--- src/rtl/booth_pkg.sv ---
package booth_pkg;

  // One recoded radix-4 digit: magnitude select plus sign.
  typedef struct packed {
    logic neg;
    logic two;
    logic one;
  } bdigit_t;

  // Map a three-bit window to a signed digit in {-2..+2}.
  function automatic bdigit_t recode(input logic [2:0] win);
    bdigit_t d;
    d = '0;
    case (win)
      3'b001, 3'b010: d.one = 1'b1;
      3'b011:         d.two = 1'b1;
      3'b100:         begin d.two = 1'b1; d.neg = 1'b1; end
      3'b101, 3'b110: begin d.one = 1'b1; d.neg = 1'b1; end
      default:        d = '0;
    endcase
    return d;
  endfunction

endpackage

--- src/rtl/booth_recoder.sv ---
module booth_recoder #(
  parameter int MPLR_W = 16,
  localparam int EXT_W = MPLR_W + (MPLR_W % 2),
  localparam int NPP   = EXT_W / 2
) (
  input  logic [MPLR_W-1:0]              mplr_i,
  output booth_pkg::bdigit_t [NPP-1:0]   digits_o
);

  // Operand widened to an even width, with the implicit zero below bit 0.
  logic [EXT_W:0] win_src;

  generate
    if (EXT_W != MPLR_W) begin : g_odd
      assign win_src = {mplr_i[MPLR_W-1], mplr_i, 1'b0};
    end else begin : g_even
      assign win_src = {mplr_i, 1'b0};
    end
  endgenerate

  generate
    for (genvar i = 0; i < NPP; i++) begin : g_dig
      assign digits_o[i] = booth_pkg::recode(win_src[2*i+2 : 2*i]);
    end
  endgenerate

endmodule

--- src/rtl/booth_ppgen.sv ---
module booth_ppgen #(
  parameter int MCAND_W = 16,
  parameter int PW      = 32,
  parameter int SHIFT   = 0
) (
  input  logic [MCAND_W-1:0]   mcand_i,
  input  booth_pkg::bdigit_t   digit_i,
  output logic [PW-1:0]        row_o
);

  logic [PW-1:0] base;
  logic [PW-1:0] mult;

  // Full-width sign extension so every row is exact modulo 2^PW.
  assign base = {{(PW-MCAND_W){mcand_i[MCAND_W-1]}}, mcand_i};

  always_comb begin
    if (digit_i.two)      mult = base << 1;
    else if (digit_i.one) mult = base;
    else                  mult = '0;
    // Inversion only; the +1 lives in the shared correction row.
    row_o = (mult ^ {PW{digit_i.neg}}) << SHIFT;
  end

endmodule

--- src/rtl/booth_csa_tree.sv ---
module booth_csa_tree #(
  parameter int W    = 32,
  parameter int ROWS = 9
) (
  input  logic [W-1:0] rows_i [ROWS],
  output logic [W-1:0] sum_o,
  output logic [W-1:0] carry_o
);

  function automatic int after_level(input int n);
    return (n / 3) * 2 + (n % 3);
  endfunction

  function automatic int rows_at(input int lvl);
    int n;
    n = ROWS;
    for (int l = 0; l < lvl; l++) n = after_level(n);
    return n;
  endfunction

  function automatic int level_count();
    int n;
    int c;
    n = ROWS;
    c = 0;
    while (n > 2) begin
      n = after_level(n);
      c++;
    end
    return c;
  endfunction

  localparam int LEVELS = level_count();

  logic [W-1:0] stage [LEVELS+1][ROWS];

  generate
    for (genvar r = 0; r < ROWS; r++) begin : g_in
      assign stage[0][r] = rows_i[r];
    end

    for (genvar lv = 0; lv < LEVELS; lv++) begin : g_lvl
      localparam int N  = rows_at(lv);
      localparam int G  = N / 3;
      localparam int NN = rows_at(lv + 1);

      // Each group of three rows becomes a sum row and a shifted carry row.
      for (genvar g = 0; g < G; g++) begin : g_fa
        assign stage[lv+1][2*g]   = stage[lv][3*g] ^ stage[lv][3*g+1] ^ stage[lv][3*g+2];
        assign stage[lv+1][2*g+1] = ((stage[lv][3*g]   & stage[lv][3*g+1]) |
                                     (stage[lv][3*g]   & stage[lv][3*g+2]) |
                                     (stage[lv][3*g+1] & stage[lv][3*g+2])) << 1;
      end

      // Rows left over from the grouping pass straight through.
      for (genvar r = 0; r < N % 3; r++) begin : g_pass
        assign stage[lv+1][2*G+r] = stage[lv][3*G+r];
      end

      for (genvar r = NN; r < ROWS; r++) begin : g_idle
        assign stage[lv+1][r] = '0;
      end
    end
  endgenerate

  assign sum_o   = stage[LEVELS][0];
  assign carry_o = stage[LEVELS][1];

endmodule

--- src/rtl/booth_cpa.sv ---
module booth_cpa #(
  parameter int W = 32
) (
  input  logic [W-1:0] a_i,
  input  logic [W-1:0] b_i,
  output logic [W-1:0] sum_o
);

  // Single carry-propagate stage; the carry out of the top bit is dropped (mod 2^W).
  assign sum_o = a_i + b_i;

endmodule

--- src/rtl/booth_mult.sv ---
module booth_mult #(
  parameter int MCAND_W = 16,
  parameter int MPLR_W  = 16,
  parameter bit OUT_REG = 1'b1
) (
  input  logic                        clk,
  input  logic                        rst_n,
  input  logic                        en,
  input  logic [MCAND_W-1:0]          mcand,
  input  logic [MPLR_W-1:0]           mplr,
  output logic [MCAND_W+MPLR_W-1:0]   prod
);

  localparam int PW    = MCAND_W + MPLR_W;
  localparam int EXT_W = MPLR_W + (MPLR_W % 2);
  localparam int NPP   = EXT_W / 2;
  localparam int ROWS  = NPP + 1;

  booth_pkg::bdigit_t [NPP-1:0] digits;
  logic [PW-1:0] pp_rows [ROWS];
  logic [PW-1:0] corr_row;
  logic [PW-1:0] tree_sum;
  logic [PW-1:0] tree_carry;
  logic [PW-1:0] comb_prod;

  booth_recoder #(.MPLR_W(MPLR_W)) u_rec (
    .mplr_i   (mplr),
    .digits_o (digits)
  );

  generate
    for (genvar i = 0; i < NPP; i++) begin : g_pp
      booth_ppgen #(.MCAND_W(MCAND_W), .PW(PW), .SHIFT(2*i)) u_pp (
        .mcand_i (mcand),
        .digit_i (digits[i]),
        .row_o   (pp_rows[i])
      );
    end
  endgenerate

  // All +1 negation corrections share one row, one bit per digit.
  always_comb begin
    corr_row = '0;
    for (int i = 0; i < NPP; i++) corr_row[2*i] = digits[i].neg;
  end

  assign pp_rows[NPP] = corr_row;

  booth_csa_tree #(.W(PW), .ROWS(ROWS)) u_tree (
    .rows_i  (pp_rows),
    .sum_o   (tree_sum),
    .carry_o (tree_carry)
  );

  booth_cpa #(.W(PW)) u_cpa (
    .a_i   (tree_sum),
    .b_i   (tree_carry),
    .sum_o (comb_prod)
  );

  generate
    if (OUT_REG) begin : g_reg
      logic [PW-1:0] prod_q;
      logic [PW-1:0] prod_nxt;

      always_comb begin
        prod_nxt = prod_q;
        if (en) prod_nxt = comb_prod;
      end

      always_ff @(posedge clk or negedge rst_n) begin
        if (!rst_n) prod_q <= '0;
        else        prod_q <= prod_nxt;
      end

      assign prod = prod_q;
    end else begin : g_comb
      assign prod = comb_prod;
    end
  endgenerate

endmodule

--- config.mk ---
export PLATFORM = sky130hd
export DESIGN_NAME = booth_mult
export DESIGN_NICKNAME = d
export VERILOG_FILES = /design/src/rtl/booth_pkg.sv /design/src/rtl/booth_recoder.sv /design/src/rtl/booth_ppgen.sv /design/src/rtl/booth_csa_tree.sv /design/src/rtl/booth_cpa.sv /design/src/rtl/booth_mult.sv
export SDC_FILE = /design/constraint.sdc
export NUM_CORES = 1
export LEC_CHECK = 0
export ABC_AREA = 1
export BUFFER_PORTS_ARGS = -buffer_cell sky130_fd_sc_hd__buf_2
export CORE_UTILIZATION = 64
export CTS_CLUSTER_SIZE = 24
export DETAILED_ROUTE_END_ITERATION = 6
export PLACE_DENSITY = 0.93
export SLEW_MARGIN = 20
export SYNTH_ARGS = -nofsm -noshare
export SYNTH_HDL_FRONTEND = slang
export SYNTH_SLANG_ARGS = --single-unit
--- constraint.sdc ---
create_clock -name clk -period 0.95 [get_ports clk]
set_clock_uncertainty 0.2 [all_clocks]
set_input_delay 0.0475 -clock clk [delete_from_list [all_inputs] [get_ports clk]]
set_output_delay 0.0475 -clock clk [all_outputs]
set_load 0.02 [all_outputs]
==> results of run 1 <==
## metrics by stage
stage | cells | setup TNS (ps)
after floorplan | 1345 | -86230
after detailed placement | 1712 | -108110
after CTS | 1763 | -96930
after global placement | 1712 | -101160
## kinds of logic after synthesis
logic type                 count (synthesis)
AOI/OAI and AO/OA                        195
xor gates and xnor gates                 124
adders and majority gates                190
buffers and inverters                    377
DFF                                       32
and+or+nand+nor                          427
## layer usage
metal	GRT overflow	global-route usage, %
met5	2	17.34
met4	49	85.44
met3	0	65.17
met2	80	98.36
met1	4	79.98
## what timing repair did
action                                 4_1_cts
endpoints found under the hold margin       32
gates resized for setup                    296
setup endpoints to repair                   64
pin swaps                                  107
hold buffers                                 1
gates cloned                                 3
setup buffers                               39
==> summary.txt, run 1 <==
Synth Area in Compound Gates: 12.90%
failing step: 5_1_grt
post-synthesis simple-gate area fraction: 18.52%
Post-Synthesis Cells: 1345
Num CTS Buffers: 5
GPL Wtd Cong: 0.9891
post-synthesis async set-or-reset flop share: 100.0%
tool error: [ERROR GRT-0116] Global routing finished with congestion. Check the congestion regions in the DRC Viewer.
Synth cell types: 41
largest net degree at the start of global routing: 26
setup slack after placement: -3974 ps
status: stopped before the end
Total GRT Usage: 80.79%
Rows: 44
Synth area leaders: fa_1 24%, inv_1 12%, nand2_1 11%, xor2_1 9.6%, ha_1 9.6%
I/O Buffers: 66
mux share of post-synthesis cell area: 0%
hpwl dp: 26.54 mm
placed instance area: 12120 um2
Ports: 67
die width: 125.0 um
Die Height: 125.0 um
Synth Area in XOR/XNOR: 11.22%
clock buffer depth: 2
largest area contributor in the netlist: fa_1
synthesized area per cell: 7.196 um2
root buf cell: clkbuf_16
Post-Synth Adder-Cell Area: 33.56%
Yosys reg bits: 32
most frequent cells after synthesis: 310 x inv_1, 288 x nand2_1, 116 x fa_1, 106 x xor2_1, 92 x o22ai_1
count leader, synth: inv_1
starting density of the core: 66.10%
clk sink count: 32
Main synth FF type: dfrtp_1
largest family of logic cells by synthesized area: adder cells
first-pass GRT wire length: 95.10 mm
Synth top area share: 23.99%
Post-synth EDFFs: 0
GRT overflow: 135
synthesized area: 9679 um2
syn_nets: 1570
number of global-route vias before repair: 15360
Yosys warnings: 0
H-tree levels: 2
register area share after synthesis: 8.273%
==> inputs of run 2 (changes only) <==
Settings changed: CORE_UTILIZATION 64 to 40, CTS_CLUSTER_SIZE 24 to unset, PLACE_DENSITY 0.93 to unset, PLACE_DENSITY_LB_ADDON set to 0.15.
==> summary.txt, run 2 <==
H-tree levels: 2
CTS tree: built
final count of pins violating max slew: 0
failing checks: negative hold slack, negative setup slack
most frequent cells after synthesis: 310 x inv_1, 288 x nand2_1, 116 x fa_1, 106 x xor2_1, 92 x o22ai_1
Synth Area in Compound Gates: 12.90%
Post-synth EDFFs: 0
post-synthesis simple-gate area fraction: 18.52%
die width: 157.6 um
via count: 9671
register area share after synthesis: 8.273%
Worst setup EP type: register
worst setup margin: -3427 ps
Die Height: 157.6 um
syn_nets: 1570
Die ar.: 24820 um2
status: finished with violations
crit path max fanout: 5
largest area contributor in the netlist: fa_1
max-cap viol count: 0
dpl cells: 1874
number of global-route vias before repair: 9576
I/O Buffers: 66
final setup fails: 64
Synth top area share: 23.99%
minimum clock period: 4377 ps
mux share of post-synthesis cell area: 0%
Slew HR: 70.03%
commonest non-fill, non-tap cells in the layout: 260 x inv_1, 193 x nand2_1, 190 x buf_4
Main synth FF type: dfrtp_1
Hold Slack: -29.16 ps
clock-pin transition on the worst setup and hold timing paths: 50 ps
Rows: 56
iteration count of the initial detailed-routing pass: 5
RSZ-0062 raised after global routing: true
clk sink count: 32
Total GRT Usage: 24.39%
largest family of logic cells by synthesized area: adder cells
CP Launch Type: input port
ANT nets after route: 0
GRT overflow: 0
n_diodes: 0
Final #Nets: 1851
Routed WL per cell: 15.35 um
Largest register FFs: 32
layout cells sized above 1: 43.05%
Core Area: 23610 um2
Yosys reg bits: 32
count leader, synth: inv_1
Post-CTS Hold Fix Bufs: 1
largest net degree at the start of global routing: 33
initial antenna violation count: 0
Synth area leaders: fa_1 24%, inv_1 12%, nand2_1 11%, xor2_1 9.6%, ha_1 9.6%
GPL Wtd Cong: 0.8644
Synth Area in XOR/XNOR: 11.22%
Final Hold Viols: 9
post-synthesis async set-or-reset flop share: 100.0%
Synth cell types: 41
hpwl dp: 22.72 mm
Yosys warnings: 0
Hold Crit Class: input port to async pin
Post-Layout Cell Count: 1945
root buf cell: clkbuf_16
Peak Freq: 228.5 MHz
Post-Synth Adder-Cell Area: 33.56%
synthesis-to-finish area growth: 55.39%
Req. time, crit path: 920 ps
starting density of the core: 40.99%
critical path class: input port to register
drc violations: 0
worst skew pair latency: 280 ps
synthesized area: 9679 um2
commonest non-fill, non-tap cell in the layout: inv_1
Worst Path Arrival: 4350 ps
drt initial violations: 620
synthesized area per cell: 7.196 um2
Num CTS Buffers: 5
drt via density: 4.972
worst slew pin tran: 449.0 ps
Detailed Route WL: 29.86 mm
first-pass GRT wire length: 47.53 mm
period utilization: 460.8%
clock buffer depth: 2
Ports: 67
Post-Synthesis Cells: 1345
## run 2: cell counts after synthesis
No cell type changed its count.
## run 2: area by class of cell
cell class | count | area, um2
clock buffer | 6 | 128.9
clock inverter | 1 | 5.005
sequential | 32 | 800.8
tap | 319 | 399.1
inverter | 325 | 1262
multi-input combinational | 937 | 9241
timing repair buffer | 325 | 3203
fill | 2066 | 8572
## run 2: layer usage
layer / share of wire [%] / global-route usage [%] / vias to the layer above / wire length [um]
met5: 0 / 0 / - / 0
met4: 1.9 / 5.317 / 0 / 580
met3: 4.6 / 2.726 / 35 / 1369
met2: 51 / 44.06 / 209 / 15230
met1: 42 / 31.00 / 4728 / 12680
li1: - / - / 4699 / -
## run 2: final timing paths
check	from	endpoint	slack (ps)	depth (start not counted)
worst max-delay path	mplr[3]	prod[30]	-3430	25
worst min-delay path	rst_n	prod[4]	-30	2
worst max register to register	prod[18]	prod[18]	-10	3
worst min register to register	prod[4]	prod[4]	290	2
max in group asynchronous	rst_n	prod[24]	170	3
min in group clk	en	prod[18]	60	4
## run 2: kinds of logic (layout without fill, tap and decap cells)
kind of cell	after synthesis	after routing
buf+inv	377	657
xor+xnor	124	124
simple gates	427	428
fa+ha+maj	190	190
flops	32	32
compound gates	195	195
## run 2: per-stage QoR
stage / worst slack [ps] / TNS, ps / hold slack, ps / instance area [um2] / utilization, %
floorplan: -3249 / -86230 / -448.1 / 10460 / -
finish: -3427 / -96860 / -29.16 / 15040 / 63.70
global route: -3636 / -103170 / -0.8802 / 15040 / 63.70
CTS: -3426 / -96720 / -29.32 / 14000 / 59.30
global placement: -3756 / -104460 / -271.6 / 12570 / 53.23
detailed placement: -3809 / -105370 / -270.9 / 12570 / 53.23
## run 2: critical path, cell delays in order
cell and delay, ps:
buf_12 110, buf_12 120, nand2_8 50, inv_4 40, or2_4 280, buf_16 150, o22ai_4 110, xor2_2 100
fa_1 560, inv_2 40, fa_1 520, fa_1 550, inv_1 50, fa_1 480, ha_4 340, nand2_4 90
nor2_4 160, buf_6 130, nand2_4 50, nor2_1 100, nand2_1 80, nand2_1 80, nand2_1 40, nand3_1 50
nand2_1 50
## run 2: what timing repair did
action / CTS / global route
setup endpoints to repair: 64 / 64
gates cloned: 4 / 4
endpoints found under the hold margin: 32 / 7
pin swaps: 94 / 147
gates resized for setup: 243 / 198
setup buffers: 28 / 34
Power of run 2 is left out: the tool's default activity adds up to more than one toggle a clock period on the data nets, which glitch-free logic cannot reach.
